### src/rtl/card_if_pkg.sv
package card_if_pkg;

    localparam int CMD_W   = 3;
    localparam int DATA_W  = 5;
    localparam int FRAME_W = CMD_W + DATA_W;

    typedef enum logic [CMD_W-1:0] {
        CMD_BANK0 = 3'b000,
        CMD_BANK1 = 3'b001,
        CMD_BANK2 = 3'b010,
        CMD_BANK3 = 3'b011,
        CMD_EXT   = 3'b100,
        CMD_CFG   = 3'b101,
        CMD_SYNC  = 3'b110,
        CMD_RSVD  = 3'b111
    } cmd_e;

    typedef struct packed {
        cmd_e              cmd;
        logic [DATA_W-1:0] data;
    } frame_t;

    typedef enum logic [1:0] {
        CK_LOW  = 2'b00,
        CK_FULL = 2'b01,
        CK_DIV2 = 2'b10,
        CK_DIV4 = 2'b11
    } clk_sel_e;

    typedef struct packed {
        logic [1:0] vsel;
        clk_sel_e   ck;
        logic       sync_mode;
        logic       c4;
        logic       c8;
        logic       ck_bit;
        logic       io_bit;
        logic       det_nc;
        logic       spi_special;
        logic       rst;
    } ctrl_t;

    localparam ctrl_t CTRL_RESET = '{
        vsel: 2'b00, ck: CK_LOW, sync_mode: 1'b0, c4: 1'b0, c8: 1'b0,
        ck_bit: 1'b0, io_bit: 1'b0, det_nc: 1'b0, spi_special: 1'b0, rst: 1'b0
    };

    // Asynchronous command whose payload goes to supply and clock, given straps.
    function automatic logic async_applies(cmd_e cmd, logic s0, logic s1);
        if (cmd == CMD_EXT)
            return 1'b1;
        return (cmd[2] == 1'b0) && (cmd[0] == s0) && (cmd[1] == s1);
    endfunction

endpackage

### src/rtl/card_if_sync.sv
module card_if_sync #(
    parameter int             WIDTH   = 1,
    parameter int             STAGES  = 2,
    parameter logic [WIDTH-1:0] RST_VAL = '0
) (
    input  logic             clk,
    input  logic             rst,
    input  logic [WIDTH-1:0] d,
    output logic [WIDTH-1:0] q
);
    logic [WIDTH-1:0] pipe [STAGES];

    always_ff @(posedge clk) begin
        if (rst) pipe[0] <= RST_VAL;
        else     pipe[0] <= d;
    end

    for (genvar i = 1; i < STAGES; i++) begin : g_stage
        always_ff @(posedge clk) begin
            if (rst) pipe[i] <= RST_VAL;
            else     pipe[i] <= pipe[i-1];
        end
    end

    assign q = pipe[STAGES-1];
endmodule

### src/rtl/card_if_rx.sv
module card_if_rx
    import card_if_pkg::*;
#(
    parameter int SYNC_STAGES = 2
) (
    input  logic   clk,
    input  logic   rst,
    input  logic   sck,
    input  logic   mosi,
    input  logic   cs_n,
    output logic   commit,
    output frame_t frame
);
    localparam int CNT_MAX = FRAME_W + 1;
    localparam int CNT_W   = $clog2(CNT_MAX + 1);

    logic             cs_r, sck_r, mosi_r;
    logic             cs_d, sck_d;
    logic [CNT_W-1:0] cnt, cnt_n;
    logic [FRAME_W-1:0] shift, shift_n;
    logic             take, cs_rise, cs_fall;

    card_if_sync #(.WIDTH(3), .STAGES(SYNC_STAGES), .RST_VAL(3'b100)) u_sync (
        .clk (clk),
        .rst (rst),
        .d   ({cs_n, sck, mosi}),
        .q   ({cs_r, sck_r, mosi_r})
    );

    always_ff @(posedge clk) begin
        if (rst) begin
            cs_d  <= 1'b1;
            sck_d <= 1'b0;
        end else begin
            cs_d  <= cs_r;
            sck_d <= sck_r;
        end
    end

    // A bit counts when select was low in the previous cycle, so a clock
    // rise that arrives together with the select rise is still taken.
    always_comb begin
        take    = sck_r & ~sck_d & ~cs_d;
        cs_rise = cs_r & ~cs_d;
        cs_fall = ~cs_r & cs_d;
        shift_n = take ? {shift[FRAME_W-2:0], mosi_r} : shift;
        cnt_n   = cnt;
        if (take && cnt != CNT_W'(CNT_MAX))
            cnt_n = cnt + 1'b1;
    end

    always_ff @(posedge clk) begin
        if (rst) begin
            cnt   <= '0;
            shift <= '0;
        end else begin
            cnt   <= cs_fall ? '0 : cnt_n;
            shift <= shift_n;
        end
    end

    assign commit = cs_rise && (cnt_n == CNT_W'(FRAME_W));
    assign frame  = frame_t'(shift_n);
endmodule

### src/rtl/card_if_regs.sv
module card_if_regs
    import card_if_pkg::*;
(
    input  logic   clk,
    input  logic   rst,
    input  logic   commit,
    input  frame_t frame,
    input  logic   strap_s0,
    input  logic   strap_s1,
    output ctrl_t  st
);
    ctrl_t nx;

    always_comb begin
        nx = st;
        if (commit) begin
            nx.rst = frame.data[4];
            unique case (frame.cmd)
                CMD_BANK0, CMD_BANK1, CMD_BANK2, CMD_BANK3, CMD_EXT: begin
                    if (async_applies(frame.cmd, strap_s0, strap_s1)) begin
                        nx.vsel      = frame.data[1:0];
                        nx.ck        = clk_sel_e'(frame.data[3:2]);
                        nx.sync_mode = 1'b0;
                    end
                end
                CMD_SYNC: begin
                    nx.sync_mode = 1'b1;
                    nx.c4        = frame.data[1];
                    nx.c8        = frame.data[0];
                    nx.ck_bit    = frame.data[3];
                    nx.io_bit    = frame.data[2];
                end
                CMD_CFG: begin
                    case (frame.data[3:0])
                        4'b0000: nx.det_nc      = 1'b0;
                        4'b0001: nx.det_nc      = 1'b1;
                        4'b0010: nx.spi_special = 1'b1;
                        4'b0011: nx.spi_special = 1'b0;
                        default: ;
                    endcase
                end
                CMD_RSVD: ;
                default: ;
            endcase
        end
    end

    always_ff @(posedge clk) begin
        if (rst) st <= CTRL_RESET;
        else     st <= nx;
    end
endmodule

### src/rtl/card_if_clkgen.sv
module card_if_clkgen
    import card_if_pkg::*;
#(
    parameter int DIV_W = 2
) (
    input  logic     clk,
    input  logic     rst,
    input  clk_sel_e ck,
    input  logic     sync_mode,
    input  logic     ck_bit,
    output logic     card_clk
);
    logic [DIV_W-1:0] div;

    always_ff @(posedge clk) begin
        if (rst) div <= '0;
        else     div <= div + 1'b1;
    end

    always_comb begin
        if (sync_mode) begin
            card_clk = ck_bit;
        end else begin
            unique case (ck)
                CK_LOW:  card_clk = 1'b0;
                CK_FULL: card_clk = clk;
                CK_DIV2: card_clk = div[0];
                CK_DIV4: card_clk = div[1];
                default: card_clk = 1'b0;
            endcase
        end
    end
endmodule

### src/rtl/card_if_ctrl.sv
module card_if_ctrl
    import card_if_pkg::*;
#(
    parameter int SYNC_STAGES = 2
) (
    input  logic       clk,
    input  logic       rst,
    input  logic       sck,
    input  logic       mosi,
    input  logic       cs_n,
    input  logic       strap_s0,
    input  logic       strap_s1,
    output logic [1:0] vcc_sel,
    output logic       card_clk,
    output logic       card_rst,
    output logic       card_io,
    output logic       card_c4,
    output logic       card_c8,
    output logic       sync_mode,
    output logic       det_nc,
    output logic       spi_special
);
    logic   commit;
    frame_t frame;
    ctrl_t  st;

    card_if_rx #(.SYNC_STAGES(SYNC_STAGES)) u_rx (
        .clk    (clk),
        .rst    (rst),
        .sck    (sck),
        .mosi   (mosi),
        .cs_n   (cs_n),
        .commit (commit),
        .frame  (frame)
    );

    card_if_regs u_regs (
        .clk      (clk),
        .rst      (rst),
        .commit   (commit),
        .frame    (frame),
        .strap_s0 (strap_s0),
        .strap_s1 (strap_s1),
        .st       (st)
    );

    card_if_clkgen u_clk (
        .clk       (clk),
        .rst       (rst),
        .ck        (st.ck),
        .sync_mode (st.sync_mode),
        .ck_bit    (st.ck_bit),
        .card_clk  (card_clk)
    );

    assign vcc_sel     = st.vsel;
    assign card_rst    = st.rst;
    assign card_io     = st.io_bit;
    assign card_c4     = st.c4;
    assign card_c8     = st.c8;
    assign sync_mode   = st.sync_mode;
    assign det_nc      = st.det_nc;
    assign spi_special = st.spi_special;
endmodule

### config.mk
export PLATFORM = sky130hd
export DESIGN_NAME = card_if_ctrl
export DESIGN_NICKNAME = d
export VERILOG_FILES = /design/src/rtl/card_if_pkg.sv /design/src/rtl/card_if_sync.sv /design/src/rtl/card_if_rx.sv /design/src/rtl/card_if_regs.sv /design/src/rtl/card_if_clkgen.sv /design/src/rtl/card_if_ctrl.sv
export SDC_FILE = /design/constraint.sdc
export NUM_CORES = 1
export LEC_CHECK = 0
export ABC_AREA = 1
export BUFFER_PORTS_ARGS = -buffer_cell sky130_fd_sc_hd__buf_2
export CAP_MARGIN = 20
export CORE_UTILIZATION = 35
export DETAILED_ROUTE_END_ITERATION = 7
export PLACE_DENSITY = 0.55
export SLEW_MARGIN = 20
export SYNTH_ARGS = -nofsm -noshare
export SYNTH_HDL_FRONTEND = slang
export SYNTH_HIERARCHICAL = 1
export SYNTH_SLANG_ARGS = --single-unit
### constraint.sdc
create_clock -name clk -period 4.3 [get_ports clk]
set_clock_uncertainty 0.1 [all_clocks]
set_input_delay 0 -clock clk [delete_from_list [all_inputs] [get_ports clk]]
set_output_delay 0 -clock clk [all_outputs]
set_load 0.005 [all_outputs]
Word level (Yosys, flattened, before mapping)
Memory sizes are Yosys's and may differ from the RTL's.
Index checks and enable logic that the tools add are counted.
- memory bits (writable): 6
- register bits: 28
- memories kept: 1
- output and inout port bits: 10
- logic and storage cells: 82
- memory list (name ; words ; bits a word ; rd ports ; clocked after memory_dff ; wr ports ; line ; text):
    u_rx.u_sync.pipe ; 2 ; 3 ; 2 ; 0 ; 2 ; card_if_sync.sv:11 ; logic [WIDTH-1:0] pipe [STAGES];
- mux-type cells: 20
- eq/ne operators: 17
- add/subtract/negate cells: 2
- bitwise operators: 10
- reduce and logical (&&, ||, !) cells: 17
- operator list (kind ; number):
    $mux 1 ; 12
    $reduce_and 3->1 ; 4
    $eq 3x3->1 const B ; 3
    $eq 4x2->1 const B ; 2
    $mux 8 ; 1
    $eq 3x2->1 const B ; 2
    $mux 3 ; 2
    $pmux 1 s2 ; 3
    $reduce_bool 2->1 ; 3
    $reduce_or 5->1 ; 1
    $add 4x1->4 const B ; 1
    $and 1x1->1 ; 4
    $eq 2x2->1 const B ; 2
    $eq 4x1->1 const B ; 1
    $eq 4x4->1 const B ; 1
    $logic_and 1x1->1 ; 4
    $logic_not 4->1 ; 1
    $mux 4 ; 1
    $ne 4x4->1 const B ; 1
    $not 1->1 ; 4
    $pmux 1 s4 ; 1
    $eq 3x1->1 const B ; 1
    $logic_not 3->1 ; 1
    $add 2x1->2 const B ; 1
    7 further kinds ; 9

Depth between registers and ports, before layout
Gate-level depths: netlist (run 1).
- word-level depth: 13
- mapped depth: 14
- gate-level depth less buffers: 14

Cells and area by module
The synthesis (run 1) kept the hierarchy.
- modules (own cells, without submodules) (module ; cells each ; area each (um^2) ; times used ; seq. area each (um^2)):
    card_if_rx ; 108 ; 767.0 ; 1 ; 280.3
    card_if_regs ; 87 ; 564.3 ; 1 ; 240.2
    card_if_sync ; 19 ; 168.9 ; 1 ; 120.1
    card_if_clkgen ; 15 ; 100.1 ; 1 ; 40.0

==> metrics, run 1 <==
Min-Delay Path Class=in -> reg; synthesized area per cell=6.988 um2; critical path's top delay family=simple AND/OR/NAND/NOR gates; slowest stage delay, CP=610 ps; initial core utilization=0.3650; Power Dens Cells=around 350 mW/mm2; largest net degree at the start of global routing=21; critical path depth=11; Area after DPL=0.001713 mm2; dpl hpwl=2113 um; Worst-Margin Slew=796.5 ps; number of I/O pins=17; Clock power frac=0.469; Pleak=just under 0.9 nW; Reg area=680.7 um2; outcome=finished, final reports clean; via count=between 1000 and 1500; EDFF count, synth=0; Worst-path clk slew=60 ps; combinational power share=0.048; Rows=24; pre-CTS setup slack=1377 ps; final worst slack=1344 ps; total global-route track usage=0.1433; Reg-to-Reg Start=u_rx/u_sync/pipe[1][1]; DR WL/cell=between 9 and 10 um; crit end category=flip-flop; core box area=about 0.0044 mm2; Syn Std Cell Area=0.001600 mm2; Syn Inst Count=229; TritonCTS clock tree=yes; IO buf count=16; Total Wirelength=3024 um; final setup fails=0; Yosys cell types=23; Tcrit/Tclk final=0.6875; critical-path cell list=nand2_1 > nor2_2 > nand2_1 > nand2_1 > nand2_1 > inv_2 > nand2_1 > nor2_2 > nand4_1 > o21ai_0 > a21oi_1; worst-path cell with the longest stage delay=nor2_2; share of power burned in registers=0.484; critical path startpoint=u_rx/u_sync/pipe[1][1]; 1st-iter DRT viols=104; multi-input logic area=684.4 um2; ys async rst share=0; GP Congestion=roughly 0.7; synth top area cells=dfxtp_1 43%, inv_1 12%, nand2_1 12%; Fillers=470; post-route cell area=around 0.0019 mm2; Max FO, Critical Path=20; Int Pwr=between 0.0005 and 0.0006 W; fin nets=between 200 and 300; Routed Antenna Nets=0; layout cells sized above 1=0.1628; VDD IR max=0.2068 mV; WP buf/inv=1; # DRC=0; Detailed Routing Iterations Pass 1=4; Switching Share=0.2185; Synth Register Bits=34; Peak Freq=approximately 340 MHz; R2R depth=11; dpl cells=292; Hold Crit Start=strap_s1; top-area cell type share of the netlist area=0.4253; Tmin final=2956 ps; area delta synth->final=19.70%; RSZ-0062 raised after global routing=no; die height=69.62 um; most common library cells after synthesis=50 x inv_1, 50 x nand2_1, 34 x dfxtp_1; crit path DAT=3120 ps; Synth area leader=dfxtp_1; ant diodes=0; CP startpoint kind=flip-flop; Die Width=69.62 um; Max Cap Violations=0; initial antenna violation count=0; first-pass GRT wire length=5382 um; Syn Nets=238; Worst Path Required=4470 ps; Net Sw Power=0.0001460 W; grt ovf=0; fin. max-slew vios=0; hold_ws=16.44 ps; die area=0.004847 mm2; clk_lat worst skew=390 ps; Top cell by count, worst path=nand2_1; Min-Delay Path Depth=7; Rel. slew slack=0.4684; Top FF cell, synth=dfxtp_1; yosys warns=6; via/cell ratio=4.455; Non-Filler Instances=310; Setup TNS=0 ps; Seq/Total Area, Yosys=0.4253; final hold vios=0; Setup Crit Path Kind=reg -> reg; number of global-route vias before repair=1244
-- cell usage in the layout, fill, tap and decap left out, drive strengths merged --
cell type,synthesis,routed
dfxtp,34,34
a21oi,21,21
clkinv,0,1
ha,2,2
inv,54,54
nor3,2,2
nand3,17,17
dlygate4sd3,0,7
o21ai,6,6
clkbuf,1,10
a211oi,8,8
buf,4,16
nand4,3,3
xnor2,1,1
nand2,52,52
nor2,24,24
-- path summary, 6_finish.rpt --
check / slack, ps / to
max: 1340 / u_regs/st[5]
min reg2reg: 300 / u_rx/u_sync/pipe[1][1]
min: 20 / u_regs/st[7]
max reg2reg: 1340 / u_regs/st[5]
-- routing by layer --
layer | wire length, um | track usage
met1 | 1489 | 0.1826
met2 | 1334 | 0.2071
met3 | 153 | 0.06105
met4 | 46 | 0.06889
met5 | 0 | 0
-- power groups by stage --
stage         registers [W]  logic (W)  clock network [W]
CTS                0.000323  0.0000321           0.000324
global route       0.000324  0.0000365           0.000343
finish             0.000323  0.0000320           0.000313
-- repair_timing --
item                      CTS  global route
hold endpoints to repair   19             0
gates resized for setup     0             0
hold buffers                7             0
setup buffers               0             0
-- kinds of logic (layout without fill, tap and decap cells) --
logic type | after synthesis | count (layout) | share of synthesized area
XOR/XNOR | 1 | 1 | 0.005474
adder cells (fa/ha/maj) | 2 | 2 | 0.01563
buffers and inverters | 59 | 88 | 0.1470
AO/OA/AOI/OAI | 35 | 35 | 0.1306
AND/OR/NAND/NOR | 98 | 98 | 0.2760
flip-flops | 34 | 34 | 0.4253
-- flip-flops by register name, summed over array words and instances (netlist names) --
| name | flops |
|---|---|
| u_rx/cs_d | 1 |
| u_rx/shift | 8 |
| u_clk/div | 2 |
| u_rx/cnt | 4 |
| u_rx/u_sync/pipe | 6 |
| u_rx/sck_d | 1 |
| u_regs/st | 12 |
-- through the flow --
stage | power [W] | utilization
after floorplan | 0.0003495 | -
after global placement | 0.0003574 | 0.3907
after detailed placement | 0.0003577 | 0.3907
after CTS | 0.0006792 | 0.4369
after global routing | 0.0007030 | 0.4369
final | 0.0006679 | 0.4369
-- area by class of cell --
type / count / share of cell area
inverter: 54 / 0.1058
sequential: 34 / 0.3553
timing repair buffer: 22 / 0.07577
tap: 52 / 0.03396
clock inverter: 1 / 0.002613
clock buffer: 11 / 0.06924
multi-input combinational: 136 / 0.3573
-- tightest hold or removal path, cell delays in order --
cell and delay (ps):
buf_2 100, nand2_1 50, nand2_1 50, nor2_1 30
nand3_1 50, nand3_1 60, a21oi_1 110
Power figures use the tool's default switching activity.
==> run 2: changes to the inputs <==
==> constraint.sdc (replaced) <==
create_clock -name clk -period 3 [get_ports clk]
set_clock_uncertainty 0.1 [all_clocks]
set_input_delay 0 -clock clk [delete_from_list [all_inputs] [get_ports clk]]
set_output_delay 0 -clock clk [all_outputs]
set_load 0.005 [all_outputs]
==> run 2 against run 1 <==
Final area is 3.7% higher. Combinational power rose by 47%. Routed wire length shrank 1.2%. Sequential power grew 43%. Flip-flop and latch count stayed put. Global-route usage shrank 0.16 points.
==> metrics, run 2 (synthesis gave the netlist of run 1 again) <==
outcome=finished, final reports clean (unchanged); layout cells sized above 1=0.1724 (was 0.1628); dpl hpwl=2132 um (was 2113 um); most frequent cells in the layout=50 x nand2_1, 50 x inv_1, 34 x dfxtp_1, 22 x nor2_1, 20 x a21oi_1 (unchanged); initial antenna violation count=0 (unchanged); Core Util, Final=0.4532 (was 0.4369); clk_lat worst skew=390 ps (about the same); cts hold-fix bufs=8 (was 7); final hold vios=0 (unchanged); ant diodes=0 (unchanged); Reg with most FFs=u_regs/st (unchanged); die area=0.004847 mm2 (unchanged); Die Width=69.62 um (unchanged); post-CTS setup buffers=0 (unchanged); Reg-to-Reg Start=u_rx/u_sync/pipe[1][1] (unchanged); DR WL/cell=9.543 um (was 9.755 um); Rows=24 (unchanged); crit path DAT=2590 ps (was 3120 ps); Min-Delay Path Class=in -> reg (unchanged); Tmin final=2416 ps (was 2956 ps); grt ovf=0 (unchanged); Fillers=456 (was 470); critical-path cell list=nand2_1 > nor2_2 > nand2_1 > nand2_1 > nand2_1 > inv_2 > nand2_1 > nor2_2 > buf_4 > nand4_1 > o21ai_0 > a21oi_1 (was nand2_1 > nor2_2 > nand2_1 > nand2_1 > nand2_1 > inv_2 > nand2_1 > nor2_2 > nand4_1 > o21ai_0 > a21oi_1); reg-to-reg critical path endpoint=u_regs/st[6] (was u_regs/st[5]); Top cell by count, worst path=nand2_1 (unchanged); R2R setup slack=580 ps (was 1340 ps); TritonCTS clock tree=yes (unchanged); Rel. slew slack=0.6901 (was 0.4684); Max FO, Critical Path=14 (was 20); dpl cells=294 (was 292); worst-path cell with the longest stage delay=dfxtp_1 (was nor2_2); Tcrit/Tclk final=0.8052 (was 0.6875); hold_ws=22.32 ps (was 16.44 ps); area delta synth->final=24.16% (was 19.70%); Pleak=0.9121 nW (was 0.8770 nW); # DRC=0 (unchanged); number of global-route vias before repair=1303 (was 1244); Setup Crit Path Kind=reg -> reg (unchanged); Worst Hold Endpoint=u_regs/st[7] (unchanged); Detailed Routing Iterations Pass 1=4 (unchanged); core box area=0.004384 mm2 (unchanged); Top Registers=u_regs/st: 12 flops, u_rx/shift: 8 flops, u_rx/u_sync/pipe: 6 flops (unchanged); largest net degree at the start of global routing=20 (was 21); Power Dens Cells=561.3 mW/mm2 (was 348.7 mW/mm2); Routed Antenna Nets=0 (unchanged); max reg flops=12 (unchanged); fin nets=269 (was 266); via count=1411 (was 1381); Total Wirelength=2987 um (was 3024 um); number of I/O pins=17 (unchanged); VDD IR max=0.2737 mV (was 0.2068 mV); crit end category=flip-flop (unchanged); Hold Crit Start=strap_s0 (was strap_s1); Max Cap Violations=0 (unchanged); slowest stage delay, CP=370 ps (was 610 ps); die height=69.62 um (unchanged); R2R depth=12 (was 11); first-pass GRT wire length=5354 um (was 5382 um); CP startpoint kind=flip-flop (unchanged); Worst Path Required=3170 ps (was 4470 ps); IO buf count=16 (unchanged); RSZ-0062 raised after global routing=no (unchanged); Peak Freq=414.0 MHz (was 338.3 MHz); via/cell ratio=4.508 (was 4.455); GP Congestion=0.7797 (was 0.7157); Worst-Margin Slew=459.9 ps (was 796.5 ps); 1st-iter DRT viols=122 (was 104); final setup fails=0 (unchanged); Min-Delay Path Depth=7 (unchanged); initial core utilization=0.3650 (unchanged); Worst-path clk slew=70 ps (was 60 ps); Non-Filler Instances=313 (was 310); total global-route track usage=0.1417 (was 0.1433); post-CTS sizing=0 (unchanged); fin. max-slew vios=0 (unchanged); Setup TNS=0 ps (unchanged)
-- run 2: critical path, delay by kind of cell (launching register included) --
family	cells	cell delay [ps]
buf+inv	2	240
simple gates	8	1210
compound gates	2	390
flops	1	370
-- run 2: worst max path at each step --
stage / to / startpoint
floorplan: u_regs/st[3] / u_rx/cnt[0]
global placement: u_regs/st[6] / u_rx/sck_d
detailed placement: u_regs/st[6] / u_rx/u_sync/pipe[1][1]
CTS: u_regs/st[6] / u_rx/u_sync/pipe[1][1]
global route: u_regs/st[6] / u_rx/u_sync/pipe[1][1]
finish: u_regs/st[6] / u_rx/u_sync/pipe[1][1]
-- run 2: through the flow --
| stage | cell area (um2) | total power (W) | setup slack [ps] |
|---|---|---|---|
| 2_1_floorplan | 1600 | 0.0005009 | 1111 |
| 3_3_place_gp | 1728 | 0.0005121 | 710.9 |
| 3_5_place_dp | 1728 | 0.0005127 | 595.8 |
| 4_1_cts | 1987 | 0.001132 | 582.9 |
| 5_1_grt | 1987 | 0.001161 | 268.0 |
| 6_report | 1987 | 0.001115 | 584.3 |
-- run 2: final cells by class --
class | instances | area (um2) | area share
tap | 52 | 65.06 | 0.03275
sequential | 34 | 680.7 | 0.3426
clock buffer | 9 | 115.1 | 0.05793
clock inverter | 3 | 68.82 | 0.03463
timing repair buffer | 25 | 170.2 | 0.08564
inverter | 54 | 202.7 | 0.1020
multi-input combinational | 136 | 684.4 | 0.3445
-- run 2: power breakdown --
| part | total, W | internal, W | switching [W] | leakage, nW |
|---|---|---|---|---|
| combinational | 0.0000469 | 0.0000202 | 0.0000267 | 0.530 |
| clock | 0.000606 | 0.000417 | 0.000188 | 0.107 |
| sequential | 0.000463 | 0.000459 | 0.00000385 | 0.276 |
| total | 0.00112 | 0.000897 | 0.000219 | 0.912 |
-- run 2: routing by layer --
layer / routed length, um / up-vias / part of all wire / GRT usage
met5: 0 / - / 0 / 0
met4: 15 / 0 / 0.0050 / 0.08444
met3: 83 / 2 / 0.028 / 0.05669
met2: 1311 / 21 / 0.44 / 0.2050
met1: 1576 / 619 / 0.53 / 0.1763
li1: - / 769 / - / -
==> run 3: changes to the inputs <==
--- a/config.mk
+++ b/config.mk
@@ -10,7 +10,7 @@
 export CAP_MARGIN = 20
 export CORE_UTILIZATION = 35
 export DETAILED_ROUTE_END_ITERATION = 7
-export PLACE_DENSITY = 0.55
+export PLACE_DENSITY = 0.57
 export SLEW_MARGIN = 20
 export SYNTH_ARGS = -nofsm -noshare
 export SYNTH_HDL_FRONTEND = slang
==> constraint.sdc (replaced) <==
create_clock -name clk -period 2 [get_ports clk]
set_clock_uncertainty 0.1 [all_clocks]
set_input_delay 0 -clock clk [delete_from_list [all_inputs] [get_ports clk]]
set_output_delay 0 -clock clk [all_outputs]
set_load 0.005 [all_outputs]
==> run 3 against run 2 <==
Sequential power is 50% higher. Highest routed layer unchanged. Register-to-register slack worse by 480 ps. Utilization grew 1.9 points. Final cell count grew 2.6%. Critical path type unchanged.
==> metrics, run 3 (synthesis gave the netlist of run 1 again) <==
outcome=finished, final reports clean (unchanged); ant diodes=0 (unchanged); Setup Crit Path Kind=reg -> reg (unchanged); IO buf count=16 (unchanged); TritonCTS clock tree=yes (unchanged); Hold Crit Start=strap_s1 (was strap_s0); Rel. slew slack=0.6731 (was 0.6901); core box area=0.004384 mm2 (unchanged); final setup fails=0 (unchanged); Setup TNS=0 ps (unchanged); Reg with most FFs=u_regs/st (unchanged); critical-path cell list=inv_2 > ha_4 > nand3_4 > buf_4 > nand3_2 > nand2_2 > nand3_2 > nor2_4 > nand4_1 > nor3_2 > nand2_1 > nand2_1 > nor2_1 (was nand2_1 > nor2_2 > nand2_1 > nand2_1 > nand2_1 > inv_2 > nand2_1 > nor2_2 > buf_4 > nand4_1 > o21ai_0 > a21oi_1); Worst Hold Endpoint=u_regs/st[7] (unchanged); crit path DAT=2090 ps (was 2590 ps); DR WL/cell=9.891 um (was 9.543 um); Tcrit/Tclk final=0.9502 (was 0.8052); Peak Freq=526.2 MHz (was 414.0 MHz); via count=1434 (was 1411); Die Width=69.62 um (unchanged); total global-route track usage=0.1511 (was 0.1417); max reg flops=12 (unchanged); Worst Path Required=2190 ps (was 3170 ps); WP buf/inv=2 (unchanged); Min-Delay Path Depth=7 (unchanged); RSZ-0062 raised after global routing=yes (was no); Tmin final=1900 ps (was 2416 ps); largest net degree at the start of global routing=20 (unchanged); die height=69.62 um (unchanged); R2R depth=13 (was 12); reg-to-reg critical path endpoint=u_regs/st[1] (was u_regs/st[6]); Worst-Margin Slew=485.2 ps (was 459.9 ps); worst-path cell with the longest stage delay=dfxtp_2 (was dfxtp_1); critical path's top delay family=simple AND/OR/NAND/NOR gates (unchanged); R2R setup slack=100 ps (was 580 ps); number of global-route vias before repair=1381 (was 1303); Non-Filler Instances=321 (was 313); Min-Delay Path Class=in -> reg (unchanged); fin. max-slew vios=0 (unchanged); first-pass GRT wire length=5685 um (was 5354 um); clk_lat worst skew=390 ps (about the same); 1st-iter DRT viols=47 (was 122); number of I/O pins=17 (unchanged); slowest stage delay, CP=350 ps (was 370 ps); grt ovf=0 (unchanged); via/cell ratio=4.467 (was 4.508); Power Dens Cells=701.9 mW/mm2 (was 561.3 mW/mm2); GP Congestion=0.8288 (was 0.7797); Max FO, Critical Path=5 (was 14); most frequent cells in the layout=46 x nand2_1, 46 x inv_1, 31 x dfxtp_1, 21 x nor2_1, 19 x a21oi_1 (was 50 x nand2_1, 50 x inv_1, 34 x dfxtp_1, 22 x nor2_1, 20 x a21oi_1); dpl hpwl=2162 um (was 2132 um); area delta synth->final=29.40% (was 24.16%); Top Registers=u_regs/st: 12 flops, u_rx/shift: 8 flops, u_rx/u_sync/pipe: 6 flops (unchanged); # DRC=0 (unchanged); CP startpoint kind=flip-flop (unchanged); Rows=24 (unchanged); Routed Antenna Nets=0 (unchanged); die area=0.004847 mm2 (unchanged); fin nets=277 (was 269); layout cells sized above 1=0.2602 (was 0.1724); VDD IR max=0.5779 mV (was 0.2737 mV); crit end category=flip-flop (unchanged); dpl cells=301 (was 294); Max Cap Violations=0 (unchanged); Reg-to-Reg Start=u_rx/cnt[1] (was u_rx/u_sync/pipe[1][1]); Total Wirelength=3175 um (was 2987 um); Pleak=0.9394 nW (was 0.9121 nW); final hold vios=0 (unchanged); Core Util, Final=0.4723 (was 0.4532); Detailed Routing Iterations Pass 1=4 (unchanged); initial core utilization=0.3650 (unchanged); initial antenna violation count=0 (unchanged); Worst-path clk slew=70 ps (about the same)
[run 3: cell count changes in the layout (fill, tap and decap cells not counted), sizes merged]
cell,before,now
buf,18,27
bufinv,2,0
clkbuf,8,9
clkinvlp,0,1
dlygate4sd3,8,7
[run 3: worst register-to-register path, stage by stage, from the launching register on]
cell     delay (ps)
dfxtp_2         350
inv_2            50
ha_4            150
nand3_4          80
buf_4           120
nand3_2          70
nand2_2          80
nand3_2          80
nor2_4          140
nand4_1         170
nor3_2          250
nand2_1          70
nand2_1          60
nor2_1           40
[run 3: how the worst max path moves through the flow]
stage	startpoint	endpoint	slack, ps	depth (start not counted)
after floorplan	u_rx/cnt[0]	u_regs/st[3]	110	10
after global placement	u_rx/cnt[0]	u_regs/st[2]	2	12
after detailed placement	u_rx/cnt[0]	u_regs/st[2]	-30	12
after CTS	u_rx/cnt[1]	u_regs/st[6]	7	13
after global routing	u_rx/cnt[2]	u_regs/st[1]	-80	12
final	u_rx/cnt[1]	u_regs/st[1]	100	13
[run 3: timing repair]
item	4_1_cts	5_1_grt
endpoints found under the setup margin	3	12
pin swaps	0	9
hold buffers	7	0
endpoints found under the hold margin	19	0
resized for setup	3	19
setup buffers	0	2
[run 3: metrics by stage]
stage               worst slack (ps)  total power (W)  hold slack [ps]  area (um2)
finish                         99.62         0.001454            25.23        2071
detailed placement            -25.12        0.0007697            82.39        1780
CTS                            6.710         0.001473            3.092        1998
global route                  -78.09         0.001521            103.4        2071
floorplan                      111.3        0.0007513           -33.31        1600
global placement               2.261        0.0007697            79.27        1780
[run 3: power by group]
part	total (W)	internal (W)	leakage [nW]	switching, W
registers	0.000695	0.000689	0.277	0.00000648
logic	0.0000733	0.0000315	0.577	0.0000419
clock network	0.000685	0.000403	0.0854	0.000282
[run 3: final cells by class]
class | instances | area, um2
fillers | 448 | 2313
multi-input cells | 136 | 745.7
flip-flops and latches | 34 | 684.4
repair buffers | 33 | 231.5
inverters | 54 | 202.7
clock buffers | 10 | 128.9
well taps | 52 | 65.06
clock inverters | 2 | 12.51
[run 3: layer usage]
metal,global-route usage,up-vias,wire [um]
li1,-,782,-
met1,0.1842,623,1551
met2,0.2179,27,1454
met3,0.07122,2,149
met4,0.08444,0,19
met5,0,-,0
